--- src/rtl/brc_pkg.sv ---
package brc_pkg;

  localparam int FLAG_W = 4;
  localparam int FL_N   = 3;
  localparam int FL_Z   = 2;
  localparam int FL_V   = 1;
  localparam int FL_C   = 0;

  localparam logic [7:0] OPC_ALWAYS = 8'h20;
  localparam logic [7:0] OPC_NEVER  = 8'h21;
  localparam logic [7:0] OPC_ULS    = 8'h23;
  localparam logic [7:0] OPC_ULO    = 8'h25;
  localparam logic [7:0] OPC_NZ     = 8'h26;
  localparam logic [7:0] OPC_VCLR   = 8'h28;
  localparam logic [7:0] OPC_VSET   = 8'h29;
  localparam logic [7:0] OPC_POS    = 8'h2A;
  localparam logic [7:0] OPC_NEG    = 8'h2B;
  localparam logic [7:0] OPC_SLT    = 8'h2D;
  localparam logic [7:0] OPC_SLE    = 8'h2F;

  typedef enum logic [3:0] {
    COND_NONE,
    COND_ALWAYS,
    COND_NEVER,
    COND_SLE,
    COND_SLT,
    COND_ULO,
    COND_ULS,
    COND_NEG,
    COND_POS,
    COND_NZ,
    COND_VCLR,
    COND_VSET
  } cond_e;

endpackage

--- src/rtl/brc_decode.sv ---
module brc_decode
  import brc_pkg::*;
#(
  parameter int OP_W = 8
) (
  input  logic [OP_W-1:0] opcode,
  output cond_e           cond,
  output logic            known
);

  always_comb begin
    case (opcode)
      OP_W'(OPC_ALWAYS): cond = COND_ALWAYS;
      OP_W'(OPC_NEVER):  cond = COND_NEVER;
      OP_W'(OPC_SLE):    cond = COND_SLE;
      OP_W'(OPC_SLT):    cond = COND_SLT;
      OP_W'(OPC_ULO):    cond = COND_ULO;
      OP_W'(OPC_ULS):    cond = COND_ULS;
      OP_W'(OPC_NEG):    cond = COND_NEG;
      OP_W'(OPC_POS):    cond = COND_POS;
      OP_W'(OPC_NZ):     cond = COND_NZ;
      OP_W'(OPC_VCLR):   cond = COND_VCLR;
      OP_W'(OPC_VSET):   cond = COND_VSET;
      default:           cond = COND_NONE;
    endcase
  end

  assign known = (cond != COND_NONE);

endmodule

--- src/rtl/brc_cond_eval.sv ---
module brc_cond_eval
  import brc_pkg::*;
(
  input  cond_e             cond,
  input  logic [FLAG_W-1:0] flags,
  output logic              hit
);

  logic f_n, f_z, f_v, f_c, lt_s;

  assign f_n  = flags[FL_N];
  assign f_z  = flags[FL_Z];
  assign f_v  = flags[FL_V];
  assign f_c  = flags[FL_C];
  assign lt_s = f_n ^ f_v;

  always_comb begin
    case (cond)
      COND_ALWAYS: hit = 1'b1;
      COND_NEVER:  hit = 1'b0;
      COND_SLE:    hit = f_z | lt_s;
      COND_SLT:    hit = lt_s;
      COND_ULO:    hit = f_c;
      COND_ULS:    hit = f_c | f_z;
      COND_NEG:    hit = f_n;
      COND_POS:    hit = ~f_n;
      COND_NZ:     hit = ~f_z;
      COND_VCLR:   hit = ~f_v;
      COND_VSET:   hit = f_v;
      default:     hit = 1'b0;
    endcase
  end

endmodule

--- src/rtl/brc_target.sv ---
module brc_target #(
  parameter int PC_W  = 16,
  parameter int OFS_W = 8,
  parameter int ILEN  = 2
) (
  input  logic [PC_W-1:0]  pc,
  input  logic [OFS_W-1:0] offset,
  output logic [PC_W-1:0]  seq_pc,
  output logic [PC_W-1:0]  jump_pc
);

  logic [PC_W-1:0] disp;

  generate
    if (PC_W > OFS_W) begin : g_extend
      assign disp = {{(PC_W-OFS_W){offset[OFS_W-1]}}, offset};
    end else begin : g_trunc
      assign disp = offset[PC_W-1:0];
    end
  endgenerate

  assign seq_pc  = pc + PC_W'(ILEN);
  assign jump_pc = seq_pc + disp;

endmodule

--- src/rtl/brc_unit.sv ---
module brc_unit
  import brc_pkg::*;
#(
  parameter int PC_W      = 16,
  parameter int OFS_W     = 8,
  parameter int OP_W      = 8,
  parameter int TAKEN_CYC = 3,
  parameter int FALL_CYC  = 1,
  localparam int CYC_W    = $clog2(TAKEN_CYC + 1)
) (
  input  logic              clk,
  input  logic              rst_n,
  input  logic              in_valid,
  output logic              in_ready,
  input  logic [OP_W-1:0]   in_opcode,
  input  logic [OFS_W-1:0]  in_offset,
  input  logic [PC_W-1:0]   in_pc,
  input  logic [FLAG_W-1:0] in_flags,
  output logic              out_valid,
  input  logic              out_ready,
  output logic              out_taken,
  output logic              out_known,
  output logic [PC_W-1:0]   out_next_pc,
  output logic [CYC_W-1:0]  out_cycles
);

  cond_e           cond;
  logic            known, hit;
  logic [PC_W-1:0] seq_pc, jump_pc;
  logic            accept;

  brc_decode #(.OP_W(OP_W)) u_dec (
    .opcode (in_opcode),
    .cond   (cond),
    .known  (known)
  );

  brc_cond_eval u_eval (
    .cond  (cond),
    .flags (in_flags),
    .hit   (hit)
  );

  brc_target #(.PC_W(PC_W), .OFS_W(OFS_W), .ILEN(2)) u_tgt (
    .pc      (in_pc),
    .offset  (in_offset),
    .seq_pc  (seq_pc),
    .jump_pc (jump_pc)
  );

  assign in_ready = ~out_valid | out_ready;
  assign accept   = in_valid & in_ready;

  always_ff @(posedge clk or negedge rst_n) begin
    if (!rst_n) begin
      out_valid   <= 1'b0;
      out_taken   <= 1'b0;
      out_known   <= 1'b0;
      out_next_pc <= '0;
      out_cycles  <= '0;
    end else if (accept) begin
      out_valid   <= 1'b1;
      out_taken   <= hit;
      out_known   <= known;
      out_next_pc <= hit ? jump_pc : seq_pc;
      out_cycles  <= hit ? CYC_W'(TAKEN_CYC) : CYC_W'(FALL_CYC);
    end else if (out_ready) begin
      out_valid   <= 1'b0;
    end
  end

endmodule

--- config.mk ---
export PLATFORM = sky130hd
export DESIGN_NAME = brc_unit
export DESIGN_NICKNAME = d
export VERILOG_FILES = /design/src/rtl/brc_pkg.sv /design/src/rtl/brc_decode.sv /design/src/rtl/brc_cond_eval.sv /design/src/rtl/brc_target.sv /design/src/rtl/brc_unit.sv
export SDC_FILE = /design/constraint.sdc
export NUM_CORES = 1
export LEC_CHECK = 0
export BUFFER_PORTS_ARGS = -buffer_cell sky130_fd_sc_hd__clkbuf_2
export CAP_MARGIN = 20
export CELL_PAD_IN_SITES_DETAIL_PLACEMENT = 0
export CELL_PAD_IN_SITES_GLOBAL_PLACEMENT = 1
export CORE_ASPECT_RATIO = 1.25
export CORE_MARGIN = 4
export CORE_UTILIZATION = 33
export CTS_BUF_LIST = sky130_fd_sc_hd__clkbuf_8
export DETAILED_ROUTE_END_ITERATION = 12
export GPL_ROUTABILITY_DRIVEN = 1
export PLACE_DENSITY = 0.83
export SLEW_MARGIN = 10
export SYNTH_ARGS = -nofsm -noshare
export SYNTH_HDL_FRONTEND = slang
export SYNTH_SLANG_ARGS = --single-unit
--- constraint.sdc ---
create_clock -name clk -period 3.1 [get_ports clk]
set_clock_uncertainty 0.15 [all_clocks]
set_input_delay 0.31 -clock clk [delete_from_list [all_inputs] [get_ports clk]]
set_output_delay 0.31 -clock clk [all_outputs]
set_load 0.03 [all_outputs]
==> impl_metrics.yaml, run 1 <==
logic_synthesis:
  muxShareOfSynthArea: 0.0575
  ys_seq_area_frac: 0.240
  ys_types: 51
  avgSynthCellArea_sq_um: 8.53
  synth-xor-area-share: 0.113
  synth-edff-count: 0
  synthSimpleGateAreaFrac: 0.219
  ys_seq_elements: 20
  synth_cells: 245
  synth_fa_ha_area_frac: 0.105
  synthArstFlopShare: 1.00
  synth-compound-area-share: 0.223
  synth_top_family_by_area: "compound AO/OA/AOI/OAI gates"
  synth-main-ff-cell: "dfrtp_1"
  synth_fp_nets: 302
  syn_area_sq_mm: 0.00209
  yosys_warnings: 0
die:
  die_area_sq_mm: 0.00768
  core_area_sq_mm: 0.00617
  io_pins: 62
  chipWidth_um: 79.2
  die_y_um: 97.0
  rows: 32
  initial_core_util: 0.339
timing:
  finalHoldViolCount: 0
  relSlewSlack: 0.680
  holdWs_ns: 0.141
  period_share: 0.922
  worstMarginPinSlew_ns: 0.480
  layout_min_cycle_time_ns: 2.86
  final_max_slew_viol_count: 0
  max_freq_ghz: 0.350
  finalSetupViolations: 0
  grt_setup_unrepaired: "false"
cells_and_area:
  drive_above_1_share: 0.300
  instances_no_fill: 408
  n_antenna_cell: 0
  final_common_cell: "clkbuf_2"
  final_cell_mix: "clkbuf_2, nand2_1, buf_4"
  syn_to_final_growth_pct: 27.2
  nets: 382
global_routing:
  grt_overflow: 0
  antenna_found_initial: 0
  grt_max_degree: 31
  use_met1: 0.175
  grt_pass1_vias: 1993
  grt_pass1_wl_um: 8740
  met2_usage: 0.231
  grtUsageMet3: 0.0140
  track_usage: 0.134
  grt_busiest_layer: "met2"
setup_path:
  worstPathMaxFanout: 4
  start_kind: "input port"
  rrSetupSlack_ns: 1.31
  cp_cell_sequence: "clkbuf_2 -> ha_1 -> nand3_1 -> or2_1 -> nor2_1 -> xor2_1 -> ha_2 -> o21ai_1 -> a211oi_1 -> buf_4 -> a311oi_2 -> and4_1 -> o31ai_2"
  crit_family: "simple AND/OR/NAND/NOR gates"
  cp.arrival_ns: 2.84
  critical-path-max-stage-delay_ns: 0.32
  critPathBufInv: 2
  end_kind: "flop"
  criticalPathCategory: "input port to flop"
  cpMaxStageDelayCell: "ha_2"
  cp.required_ns: 3.08
clock_tree:
  cts.path.max_buffers: 2
  cts-root-buf: "clkbuf_8"
  htreeDepth: 1
  clkTransAtPathRegs_ns: 0.07
  clock_latency_ns: 0.25
  cts.sinks: 20
  cts_tree: "built"
  cts_buffers: 3
route:
  viasPerCell: 4.90
  wl_per_cell_um: 12.1
  drcViolationCount: 0
  firstDrtPassIters: 4
  ant_nets: 0
  routed_wl_um: 4960
  drtIter0Drc: 69
  vias: 2000
placed_design:
  dpl.hpwl_um: 4260
  port_buffers: 61
  dp.cells: 404
  gp_congestion: 0.851
power_and_ir_drop:
  power_density_mw_per_mm2: 345
  peakVddDrop_v: 0.000141
  p_leak_uw: 0.00119
outcome:
  outcome: "finished, final reports clean"
min_path:
  hp-class: "input port to flop"
job:
  cap_viol_max_count: 0
-- final timing paths --
path / from / end / depth (start not counted)
setup reg to reg: out_valid / out_next_pc[13] / 5
max in group asynchronous: rst_n / out_next_pc[0] / 2
min in group asynchronous: rst_n / out_next_pc[12] / 2
setup / recovery: in_pc[1] / out_next_pc[15] / 13
hold reg to reg: out_cycles[0] / out_cycles[0] / 1
hold / removal: in_valid / out_valid / 2
-- through the flow --
stage | worst slack (ns) | TNS [ns] | instance area (sq um) | util | total power (uW)
floorplan | 0.281 | 0 | 2090 | - | 611
global placement | -0.0323 | -0.0323 | 2600 | 0.421 | 754
detailed placement | -0.118 | -0.118 | 2600 | 0.421 | 761
CTS | 0.143 | 0 | 2650 | 0.430 | 925
global route | 0.0189 | 0 | 2660 | 0.431 | 999
finish | 0.242 | 0 | 2660 | 0.431 | 917
-- Yosys cell counts (all sizes together), types with 3 or more instances --
master	instances	area (sq um)
nand4	3	18.8
o21ai	18	90.1
nand2	32	120
nor2b	4	25.0
inv	3	11.3
and4	3	26.3
dfrtp	20	500
nor3	6	30.0
buf	7	65.1
xnor2	17	149
clkbuf	3	11.3
a21oi	13	65.1
nand3	11	60.1
xor2	10	87.6
nor2	11	41.3
a21o	5	37.5
a211oi	7	52.6
o31ai	3	27.5
ha	16	200
a31oi	4	40.0
nand2b	5	31.3
o211ai	6	45.0
mux2i	12	120
-- logic make-up (layout without fill, tap and decap cells) --
| family | after synthesis | count (layout) |
|---|---|---|
| adder cells (fa/ha/maj) | 17 | 17 |
| AND/OR/NAND/NOR | 88 | 88 |
| buffers and inverters | 13 | 91 |
| XOR/XNOR | 27 | 27 |
| multiplexers | 12 | 12 |
| AO/OA/AOI/OAI | 68 | 68 |
| flip-flops | 20 | 20 |
-- report_power, final --
part | switching [uW] | internal, uW | leakage [uW]
combinational | 260 | 186 | 0.000928
sequential | 17.0 | 293 | 0.000244
clock | 74.8 | 86.2 | 0.0000216
-- flip-flops by register name, indices dropped and copies added, names as in the netlist --
name,cells
out_cycles,1
out_next_pc,16
out_taken,1
out_valid,1
out_known,1
-- repair_timing --
action	CTS	global route
endpoints found under the hold margin	20	0
setup buffers	0	0
gates resized for setup	0	4
endpoints found under the setup margin	0	1
hold buffers	1	0
-- area by class of cell --
type	count	area (sq um)
Tap cell	85	106
Sequential cell	20	500
Fill cell	660	3510
Clock buffer	3	41.3
Inverter	3	11.3
Multi-Input combinational cell	212	1510
Timing Repair Buffer	85	488
-- metal layers --
layer | wire length (um) | part of all wire
met1 | 2340 | 0.47
met2 | 2340 | 0.47
met3 | 215 | 0.043
met4 | 61 | 0.012
met5 | 0 | 0
-- worst register-to-register path, delay by kind of cell, from the launching register on --
| family | cells | cell delay [ns] |
|---|---|---|
| flip-flops | 1 | 0.38 |
| AND/OR/NAND/NOR | 3 | 0.82 |
| buffers and inverters | 1 | 0.27 |
| AO/OA/AOI/OAI | 1 | 0.10 |
(Power assumes the default switching activity.)
==> run 2, diff against run 1 <==
ABC_AREA = 1   (was unset)
PLACE_DENSITY = 0.86   (was 0.83)
SKIP_CTS_REPAIR_TIMING = 1   (was unset)
==> run 2 against run 1 <==
  * Area after synthesis is 16% higher
  * Non-clock buffer count down 16
  * Via count is 32% higher
  * Global-route usage up 2.1 points
  * Sequential share of layout area down 1.7 points
  * Highest routed layer unchanged
  * Largest power group unchanged
  * Cell count up 34%
  * Design area is 9.8% higher
  * Total power grew 7.1%
  * Routed wire length is 36% higher
  * Utilization down 1.8 points
==> impl_metrics.yaml, run 2 <==
power_and_ir_drop:
  intPower_uw: 577
  pwr-share-seq: 0.323
  p_leak_uw: 0.00168
  peakVddDrop_v: 0.000208
  clkPwrFrac: 0.192
  swShare: 0.412
  comb_power_share: 0.484
  power_density_mw_per_mm2: 336
  p_sw_uw: 405
timing:
  finalHoldViolCount: 0
  relSlewSlack: 0.664
  layout_min_cycle_time_ns: 2.82
  worstMarginPinSlew_ns: 0.501
  layout_setup_ws_ns: 0.282
  max_freq_ghz: 0.355
  final_max_slew_viol_count: 0
  holdWs_ns: 0.187
  finalSetupViolations: 0
  period_share: 0.909
  grt_setup_unrepaired: "false"
global_routing:
  grt_max_degree: 23
  track_usage: 0.155
  grt_pass1_wl_um: 11700
  grt_overflow: 0
  grt_pass1_vias: 2553
  antenna_found_initial: 0
cells_and_area:
  drive_above_1_share: 0.200
  syn_to_final_growth_pct: 20.8
  final_common_cell: "nand2_1"
  regMostFlops: "out_next_pc"
  largest_reg_flops: 16
  n_antenna_cell: 0
  final_cell_mix: "nand2_1, clkbuf_2, inv_1"
  nets: 513
  post-route-util: 0.413
die:
  initial_core_util: 0.342
  die_area_sq_mm: 0.00876
  core_area_sq_mm: 0.00706
  io_pins: 62
  rows: 34
  die_y_um: 104
  chipWidth_um: 84.5
logic_synthesis:
  synth_cells: 391
  synth-edff-count: 0
  yosys_warnings: 0
  synthTopCellsByArea: "dfrtp_1, nand2_1, inv_1, ha_1, nand3_1"
  synth.most_common_cell: "nand2_1"
  ys_seq_area_frac: 0.207
  synth_top_area_frac: 0.207
  ys_types: 36
  avgSynthCellArea_sq_um: 6.18
  synthArstFlopShare: 1.00
  syn_area_sq_mm: 0.00242
  synth_common_cells: "nand2_1, inv_1, nand3_1"
  synth_top_area_cell: "dfrtp_1"
  synth_fp_nets: 448
  ys_seq_elements: 20
  synth-main-ff-cell: "dfrtp_1"
clock_tree:
  cts_tree: "built"
  cts_buffers: 3
  clkTransAtPathRegs_ns: 0.07
  cts-root-buf: "clkbuf_8"
  htreeDepth: 1
  clock_latency_ns: 0.25
  cts.sinks: 20
  cts.path.max_buffers: 2
setup_path:
  cp.arrival_ns: 2.81
  start_kind: "input port"
  critPathBufInv: 3
  end_kind: "flop"
  critical-path-max-stage-delay_ns: 0.34
  crit_path_frequent_cell: "nand2_1"
  cp_cell_sequence: "clkbuf_2 -> inv_1 -> nor2_4 -> nand3_1 -> nor2_1 -> nand3_1 -> nand2_1 -> inv_1 -> ha_1 -> a21oi_1 -> o21ai_0 -> nand2_1 -> nand2_1 -> a21oi_1 -> nand3b_1 -> nand2_1 -> nand2_1 -> nand2_1 -> nand2_1 -> nand2_1"
  cpMaxStageDelayCell: "ha_1"
  criticalPathCategory: "input port to flop"
  worstPathMaxFanout: 4
  crit_family: "simple AND/OR/NAND/NOR gates"
  cp.required_ns: 3.09
route:
  viasPerCell: 4.84
  wl_per_cell_um: 12.3
  vias: 2639
  drtIter0Drc: 130
  ant_nets: 0
  firstDrtPassIters: 4
  routed_wl_um: 6720
  drcViolationCount: 0
placed_design:
  port_buffers: 61
  post-place-ws_ns: -0.126
  dpl.hpwl_um: 5810
  gp_congestion: 0.999
outcome:
  outcome: "finished, final reports clean"
job:
  cap_viol_max_count: 0
min_path:
  hp-class: "input port to flop"
-- run 2: changes by cell type after synthesis, sizes merged, moves of 7 or more --
cell and delta:
xnor2 -10, o21ai -9, nand2 +97, mux2i -12, inv +56, nand3 +28, nor2 +16, a211oi -7
nand4 +16
-- run 2: power by group through the flow --
stage,Sequential (uW),Combinational (uW),Clock [uW]
finish,318,475,189
floorplan,396,245,0
global route,322,532,208
CTS,318,473,195
global placement,323,470,0
detailed placement,323,471,0
-- run 2: logic make-up after synthesis --
kind of cell | synth area share
AOI/OAI and AO/OA | 0.0761
xor gates and xnor gates | 0.0798
adders and majority gates | 0.0911
buffers and inverters | 0.115
DFF | 0.207
and+or+nand+nor | 0.431
-- run 2: worst paths after layout --
path                          startpoint               to  slack [ns]  cells after the start
max in group asynchronous          rst_n   out_next_pc[7]        2.08                      2
min reg2reg                out_cycles[0]    out_cycles[0]        0.33                      1
min                            out_ready        out_valid        0.19                      4
max                             in_pc[1]  out_next_pc[15]        0.28                     20
max reg2reg                    out_valid    out_cycles[0]        1.20                      5
min in group asynchronous          rst_n   out_next_pc[0]        0.40                      2
-- run 2: area by class of cell --
type / instances / area, sq um
well taps: 90 / 113
flip-flops and latches: 20 / 500
inverters: 60 / 225
multi-input cells: 302 / 1660
fillers: 812 / 4140
repair buffers: 69 / 368
clock buffers: 4 / 55.1
-- run 2: layer usage --
metal	wire length, um	part of all wire	GRT usage	up-vias
met5	0	0	0	-
met4	60	0.0089	0.0283	0
met3	293	0.044	0.00715	6
met2	3150	0.47	0.264	75
met1	3220	0.48	0.219	1158
li1	-	-	-	1400
-- run 2: per-stage QoR --
stage	instances	power (uW)	area, sq um	TNS, ns
floorplan	391	640	2420	0
global placement	540	793	2830	-0.218
detailed placement	540	794	2830	-0.249
CTS	544	986	2890	0
global route	545	1060	2920	0
finish	545	982	2920	0
-- run 2: worst min-delay path, stage by stage --
cell,delay [ns]
clkbuf_2,0.07
inv_1,0.03
nand2_1,0.08
nand2_1,0.06
